`config.mk`:
```
export PLATFORM = sky130hd
export DESIGN_NAME = uart9_core
export DESIGN_NICKNAME = d
export VERILOG_FILES = /design/src/rtl/uart9_pkg.sv /design/src/rtl/uart9_tx.sv /design/src/rtl/uart9_rx.sv /design/src/rtl/uart9_core.sv
export SDC_FILE = /design/constraint.sdc
export NUM_CORES = 1
export LEC_CHECK = 0
export ABC_AREA = 1
export CORE_MARGIN = 4
export CORE_UTILIZATION = 39
export DETAILED_ROUTE_END_ITERATION = 10
export GPL_TIMING_DRIVEN = 0
export PLACE_DENSITY = 0.69
export SYNTH_ARGS = -nofsm -noshare
export SYNTH_HDL_FRONTEND = slang
export SYNTH_SLANG_ARGS = --single-unit
export TNS_END_PERCENT = 30
```
`constraint.sdc`:
```
create_clock -name clk -period 1.96 [get_ports clk]
set_clock_uncertainty 0.2 [all_clocks]
set_input_delay 0.294 -clock clk [delete_from_list [all_inputs] [get_ports clk]]
set_output_delay 0.294 -clock clk [all_outputs]
set_load 0.01 [all_outputs]
```
`src/rtl/uart9_pkg.sv`:
```
package uart9_pkg;

    localparam int CTL_W = 5;

    // Control register; packed MSB first so addr_flt is bit 0
    typedef struct packed {
        logic rx_ie;
        logic tx_bit9;
        logic two_stop;
        logic loopback;
        logic addr_flt;
    } ctl_t;

    typedef enum logic [1:0] {
        RX_IDLE  = 2'd0,
        RX_START = 2'd1,
        RX_DATA  = 2'd2,
        RX_STOP  = 2'd3
    } rx_st_e;

endpackage

```
`src/rtl/uart9_tx.sv`:
```
module uart9_tx #(
    parameter int DATA_W = 8,
    parameter int OVS    = 16
) (
    input  logic              clk,
    input  logic              rst_n,
    input  logic              tick,
    input  logic              reinit,
    input  logic              wr,
    input  logic [DATA_W-1:0] wdata,
    input  logic              bit9,
    input  logic              two_stop,
    output logic              txd,
    output logic              empty
);
    localparam int CNT_W = $clog2(OVS);
    localparam int SHF_W = DATA_W + 4;          // start, data, ninth, two stops
    localparam int LEN_W = $clog2(SHF_W + 1);

    typedef struct packed {
        logic [DATA_W-1:0] hold;
        logic              empty;
        logic              busy;
        logic [SHF_W-1:0]  shf;
        logic [CNT_W-1:0]  cnt;
        logic [LEN_W-1:0]  left;
    } tx_state_t;

    tx_state_t st_d, st_q;

    always_comb begin
        st_d = st_q;
        if (st_q.busy && tick) begin
            if (st_q.cnt == CNT_W'(OVS - 1)) begin
                st_d.cnt  = '0;
                st_d.shf  = {1'b1, st_q.shf[SHF_W-1:1]};
                st_d.left = st_q.left - LEN_W'(1);
                if (st_q.left == LEN_W'(1)) begin
                    st_d.busy = 1'b0;
                end
            end else begin
                st_d.cnt = st_q.cnt + CNT_W'(1);
            end
        end
        if (!st_q.busy && !st_q.empty) begin
            st_d.shf   = {2'b11, bit9, st_q.hold, 1'b0};
            st_d.left  = two_stop ? LEN_W'(SHF_W) : LEN_W'(SHF_W - 1);
            st_d.cnt   = '0;
            st_d.busy  = 1'b1;
            st_d.empty = 1'b1;
        end
        if (wr) begin
            st_d.hold  = wdata;
            st_d.empty = 1'b0;
        end
        if (reinit) begin
            st_d.shf   = '1;
            st_d.busy  = 1'b0;
            st_d.empty = 1'b1;
            st_d.cnt   = '0;
            st_d.left  = '0;
        end
    end

    always_ff @(posedge clk or negedge rst_n) begin
        if (!rst_n) begin
            st_q       <= '0;
            st_q.shf   <= '1;
            st_q.empty <= 1'b1;
        end else begin
            st_q <= st_d;
        end
    end

    assign txd   = st_q.shf[0];
    assign empty = st_q.empty;

    AST_TX_IDLE_HIGH: assert property (@(posedge clk) disable iff (!rst_n)
        !st_q.busy |-> txd);
    AST_TX_REINIT_QUIET: assert property (@(posedge clk) disable iff (!rst_n)
        reinit |=> (txd && empty && !st_q.busy));

endmodule

```
`src/rtl/uart9_rx.sv`:
```
module uart9_rx #(
    parameter int DATA_W = 8,
    parameter int OVS    = 16
) (
    input  logic              clk,
    input  logic              rst_n,
    input  logic              tick,
    input  logic              line,
    output logic              dv,
    output logic [DATA_W-1:0] data,
    output logic              bit9,
    output logic              stop_ok
);
    import uart9_pkg::*;

    localparam int CNT_W   = $clog2(OVS);
    localparam int FRAME_W = DATA_W + 1;
    localparam int IDX_W   = $clog2(FRAME_W);
    localparam int MID     = OVS / 2 - 1;

    typedef struct packed {
        rx_st_e             st;
        logic               armed;
        logic [CNT_W-1:0]   cnt;
        logic [IDX_W-1:0]   idx;
        logic [FRAME_W-1:0] shf;
        logic               dv;
        logic               stop;
    } rx_state_t;

    rx_state_t st_d, st_q;

    always_comb begin
        st_d    = st_q;
        st_d.dv = 1'b0;
        case (st_q.st)
            RX_IDLE: begin
                if (!st_q.armed) begin
                    if (line) st_d.armed = 1'b1;
                end else if (tick && !line) begin
                    st_d.st  = RX_START;
                    st_d.cnt = '0;
                end
            end
            RX_START: begin
                if (tick) begin
                    if (st_q.cnt == CNT_W'(MID)) begin
                        st_d.cnt = '0;
                        st_d.idx = '0;
                        st_d.st  = line ? RX_IDLE : RX_DATA;
                    end else begin
                        st_d.cnt = st_q.cnt + CNT_W'(1);
                    end
                end
            end
            RX_DATA: begin
                if (tick) begin
                    if (st_q.cnt == CNT_W'(OVS - 1)) begin
                        st_d.cnt = '0;
                        st_d.shf = {line, st_q.shf[FRAME_W-1:1]};
                        if (st_q.idx == IDX_W'(FRAME_W - 1)) begin
                            st_d.st = RX_STOP;
                        end else begin
                            st_d.idx = st_q.idx + IDX_W'(1);
                        end
                    end else begin
                        st_d.cnt = st_q.cnt + CNT_W'(1);
                    end
                end
            end
            RX_STOP: begin
                if (tick) begin
                    if (st_q.cnt == CNT_W'(OVS - 1)) begin
                        st_d.cnt   = '0;
                        st_d.dv    = 1'b1;
                        st_d.stop  = line;
                        st_d.armed = line;
                        st_d.st    = RX_IDLE;
                    end else begin
                        st_d.cnt = st_q.cnt + CNT_W'(1);
                    end
                end
            end
            default: st_d.st = RX_IDLE;
        endcase
    end

    always_ff @(posedge clk or negedge rst_n) begin
        if (!rst_n) begin
            st_q    <= '0;
            st_q.st <= RX_IDLE;
        end else begin
            st_q <= st_d;
        end
    end

    assign dv      = st_q.dv;
    assign data    = st_q.shf[DATA_W-1:0];
    assign bit9    = st_q.shf[FRAME_W-1];
    assign stop_ok = st_q.stop;

    AST_START_GLITCH: assert property (@(posedge clk) disable iff (!rst_n)
        (st_q.st == RX_START && tick && st_q.cnt == CNT_W'(MID) && line)
        |=> (st_q.st == RX_IDLE && !dv));
    AST_DV_SINGLE: assert property (@(posedge clk) disable iff (!rst_n)
        dv |=> !dv);

endmodule

```
`src/rtl/uart9_core.sv`:
```
module uart9_core #(
    parameter int DATA_W      = 8,
    parameter int OVS         = 16,
    parameter int SYNC_STAGES = 2
) (
    input  logic                       clk,
    input  logic                       rst_n,
    input  logic                       baud_tick,
    input  logic                       lp_reinit,
    input  logic                       ctl_wr,
    input  logic [uart9_pkg::CTL_W-1:0] ctl_wdata,
    output logic [uart9_pkg::CTL_W-1:0] ctl_rdata,
    input  logic                       tx_wr,
    input  logic [DATA_W-1:0]          tx_data,
    output logic                       tx_empty,
    input  logic                       rx_rd,
    output logic [DATA_W-1:0]          rx_data,
    output logic                       rx_bit9,
    output logic                       rx_full,
    output logic                       frame_err,
    output logic                       rx_irq,
    input  logic                       rxd,
    output logic                       txd
);
    import uart9_pkg::*;

    typedef struct packed {
        ctl_t                   ctl;
        logic [DATA_W-1:0]      rdat;
        logic                   rb9;
        logic                   full;
        logic                   ferr;
        logic [SYNC_STAGES-1:0] sync;
    } core_state_t;

    core_state_t st_d, st_q;

    logic              txd_int;
    logic              rx_line;
    logic              rx_dv;
    logic [DATA_W-1:0] rx_word;
    logic              rx_b9;
    logic              rx_stop;
    logic              drop_char;

    assign rx_line   = st_q.ctl.loopback ? txd_int : st_q.sync[SYNC_STAGES-1];
    assign drop_char = st_q.ctl.addr_flt && !rx_b9;

    uart9_tx #(.DATA_W(DATA_W), .OVS(OVS)) u_tx (
        .clk      (clk),
        .rst_n    (rst_n),
        .tick     (baud_tick),
        .reinit   (lp_reinit),
        .wr       (tx_wr),
        .wdata    (tx_data),
        .bit9     (st_q.ctl.tx_bit9),
        .two_stop (st_q.ctl.two_stop),
        .txd      (txd_int),
        .empty    (tx_empty)
    );

    uart9_rx #(.DATA_W(DATA_W), .OVS(OVS)) u_rx (
        .clk     (clk),
        .rst_n   (rst_n),
        .tick    (baud_tick),
        .line    (rx_line),
        .dv      (rx_dv),
        .data    (rx_word),
        .bit9    (rx_b9),
        .stop_ok (rx_stop)
    );

    always_comb begin
        st_d = st_q;
        if (SYNC_STAGES > 1) begin
            st_d.sync = {st_q.sync[SYNC_STAGES-2:0], rxd};
        end else begin
            st_d.sync = SYNC_STAGES'(rxd);
        end
        if (rx_rd) begin
            st_d.full = 1'b0;
            st_d.ferr = 1'b0;
        end
        if (rx_dv && !drop_char) begin
            st_d.rdat         = rx_word;
            st_d.rb9          = rx_b9;
            st_d.full         = 1'b1;
            st_d.ferr         = !rx_stop;
            st_d.ctl.addr_flt = 1'b0;
        end
        if (ctl_wr) begin
            st_d.ctl = ctl_t'(ctl_wdata);
        end
        if (lp_reinit) begin
            st_d.full = 1'b0;
            st_d.ferr = 1'b0;
        end
    end

    always_ff @(posedge clk or negedge rst_n) begin
        if (!rst_n) begin
            st_q      <= '0;
            st_q.sync <= '1;
        end else begin
            st_q <= st_d;
        end
    end

    assign ctl_rdata = st_q.ctl;
    assign rx_data   = st_q.rdat;
    assign rx_bit9   = st_q.rb9;
    assign rx_full   = st_q.full;
    assign frame_err = st_q.ferr;
    assign rx_irq    = st_q.full && st_q.ctl.rx_ie;
    assign txd       = txd_int;

    AST_ADDR_DROP: assert property (@(posedge clk) disable iff (!rst_n)
        (rx_dv && drop_char && !rx_rd && !lp_reinit)
        |=> ($stable(rx_full) && $stable(rx_data) && $stable(rx_bit9)));
    AST_ADDR_SELF_CLEAR: assert property (@(posedge clk) disable iff (!rst_n)
        (rx_dv && ctl_rdata[0] && rx_b9 && !ctl_wr && !lp_reinit)
        |=> (!ctl_rdata[0] && rx_full));
    AST_FERR_KEEPS_CHAR: assert property (@(posedge clk) disable iff (!rst_n)
        (rx_dv && !drop_char && !rx_stop && !lp_reinit)
        |=> (frame_err && rx_full));
    AST_REINIT_FLAGS: assert property (@(posedge clk) disable iff (!rst_n)
        lp_reinit |=> (tx_empty && !rx_full && !frame_err && txd));
    AST_REINIT_KEEPS_CTL: assert property (@(posedge clk) disable iff (!rst_n)
        (lp_reinit && !ctl_wr && !rx_dv) |=> $stable(ctl_rdata));

endmodule

```
==> results by group <==
Clock tree
  • Sink Count: 68
  • Worst-Skew Late Latency: 0.35 ns
  • CTS tree: built
  • Max Buffers Root-to-Sink: 2
  • CTS clk-pin slew, worst paths: 0.07 ns
  • H-tree depth: 3
  • Clk root buf: clkbuf_8
  • TritonCTS Buffers: 9

Global route
  • GRT Resource Usage Total: 13.9%
  • Initial antenna violation count: 0
  • Grt ovf: 0
  • Largest net degree at the start of global routing: 69
  • Global-route wire length before repair: 10900 um
  • Vias in the first global route: 2300

Drt
  • Via Count: 2437
  • DR WL/cell: 12.3 um
  • Drt initial violations: 151
  • Routed wire length: 6230 um
  • First drt pass iteration count: 4
  • DRC viols: 0
  • Final ANT Viol Nets: 0
  • Vias per cell: 4.83

STA
  • RSZ-0062 raised after global routing: no
  • Peak Freq: 520 MHz
  • Max Slew Vio Count: 0
  • Final worst path period need: 1.92 ns
  • Rel. slew slack: 44.2%
  • Final worst-path cycle share: 98.2%
  • Finish-stage setup viols: 0
  • Slew @ Worst Pin: 0.836 ns
  • Final Hold Vio Count: 0

Setup path
  • Setup crit end kind: output port
  • Crit path max fanout: 3
  • Worst EP arrival: 1.43 ns
  • Slowest stage delay, CP: 0.52 ns
  • CP Class: flip-flop to output port
  • Reg-to-Reg End: u_rx.data[6]
  • Critical Path Start Type: flip-flop
  • R2R setup slack: 0.15 ns
  • Data required time at the worst endpoint: 1.47 ns
  • Worst r2r src: u_rx.st_q[15]
  • Critical path's slowest cell: clkdlybuf4s50_1
  • Worst-path cell chain: buf_4 > clkdlybuf4s50_1
  • FF-to-FF path depth: 5

Placement
  • Number of port buffers: 37
  • Placer Congestion: 0.842
  • Post-DP HPWL: 4540 um

Die
  • Initial core utilization: 40.7%
  • Die Ht: 98.5 um
  • Die area: 0.00971 sq mm
  • Chip width: 98.5 um
  • Core box area: 0.00785 sq mm
  • Std cell rows: 32
  • I/O Pins: 40

Min path
  • Worst hold path class: input pin to flip-flop
  • Hold path depth: 1
  • Hold endpoint: st_d[1]
  • HP Start: rxd

Yosys
  • Cells after synthesis: 349
  • Post-synth cell types: 38
  • Syn nets: 376
  • Synthesized area per cell: 9.16 sq um
  • Seq/Total Area, Yosys: 53.7%
  • Ys Warns: 0
  • Area of the mapped netlist: 0.00320 sq mm
  • Flops & latches, synth: 68

Power and ir drop
  • Power after layout: 4.03 mW
  • P per Cell Area: 1040 mW/mm^2
  • Leakage: 1.86 nW
  • Max VDD drop: 0.548 mV

Run status
  • Outcome: complete, no violations

Cells and area
  • Antenna diodes: 0
  • Final Util: 49.6%
  • Area delta synth->final: 21.9%
  • Most common cell after layout, fill and taps aside: nand2_1
  • Most frequent cells in the layout: nand2_1, dfrtp_1, inv_1, clkdlybuf4s50_1, o21ai_0
  • Final nets: 425
  • Fraction of layout cells with a size suffix above 1: 17.6%

Run
  • Max Cap Viol: 0
[cell type report]
cell class	instances	area (sq um)
plain buffers	20	136
clock buffers	12	145
clock inverters	4	48.8
fillers	769	3950
inverters	45	169
multi-input cells	216	1170
flip-flops and latches	68	1720
well taps	102	128
repair buffers	38	378
[critical path, delay by kind of cell (launching register included)]
kind	cells	cell delay [ns]
buffers and inverters	2	0.65
DFF	1	0.43
[layer usage]
layer | vias up | part of all wire [%] | global-route usage (%)
met5 | - | 0 | 0
met4 | 0 | 2.7 | 8.51
met3 | 13 | 4.0 | 2.55
met2 | 43 | 45 | 20.7
met1 | 1162 | 49 | 18.6
li1 | 1219 | - | -
[power breakdown]
part	switching (mW)	internal, mW
logic	0.592	0.420
clock network	0.526	0.621
registers	0.186	1.69
[sequential cells by signal (all words and copies together) (netlist names), named ones only]
register,count
ctl_rdata,5
st_q,1
rx_bit9,1
rx_full,1
u_tx.st_q,26
u_rx.dv,1
u_rx.data,8
u_rx.bit9,1
rx_data,8
frame_err,1
u_tx.txd,1
u_tx.empty,1
u_rx.st_q,10
st_d,1
u_rx.stop_ok,1
[metrics by stage]
stage          instance area, sq um  cells  TNS [ns]  hold slack, ns  setup slack, ns
3_3_place_gp                   3690    488   -115.19           0.146            -1.84
2_1_floorplan                  3200    349         0          -0.202            0.353
3_5_place_dp                   3690    488         0           0.152           0.0348
6_report                       3900    505         0           0.147           0.0360
5_1_grt                        3900    505         0           0.149         0.000577
4_1_cts                        3890    505         0           0.130          0.00952
[what timing repair did]
item / CTS / global route
hold buffers: 1 / 0
resized for setup: 2 / 1
setup endpoints to repair: 2 / 1
hold endpoints to repair: 55 / 0
buffers inserted: 0 / 0
[cell usage after synthesis (all sizes together)]
cell     instances  area share [%]
nand4            4            0.78
nand3           16             2.7
dfrtp           55              43
o31ai            2            0.47
a31oi            1            0.20
buf             16             3.7
o22a             1            0.27
inv             44             5.2
xor2             4             1.1
clkinv           1            0.12
o22ai            8             1.6
clkbuf           4            0.55
xnor2            1            0.27
o211ai           1            0.23
o21bai           1            0.23
dfstp           13              11
a21boi           1            0.23
nand3b           1            0.23
ha               6             2.3
o21ai           43             7.1
a21oi            4            0.63
o2111ai          2            0.55
nand2           91              11
nor3             3            0.98
mux2            10             3.5
nor2            16             2.4
[how the worst max path moves through the flow]
stage               slack [ns]           end          start
finish                    0.04  ctl_rdata[4]   ctl_rdata[4]
global route            0.0006  ctl_rdata[4]   ctl_rdata[4]
CTS                       0.01  ctl_rdata[4]   ctl_rdata[4]
detailed placement        0.03  u_tx.st_q[0]      lp_reinit
global placement         -1.84    rx_data[7]          rst_n
floorplan                 0.35  u_rx.data[5]  u_rx.st_q[15]
[kinds of logic after synthesis]
logic type / share of synthesized area [%]
AND/OR/NAND/NOR: 18.0
flip-flops: 53.7
buffers and inverters: 9.55
AO/OA/AOI/OAI: 11.5
multiplexers: 3.52
adder cells (fa/ha/maj): 2.35
XOR/XNOR: 1.37
Power figures use the tool's default switching activity.
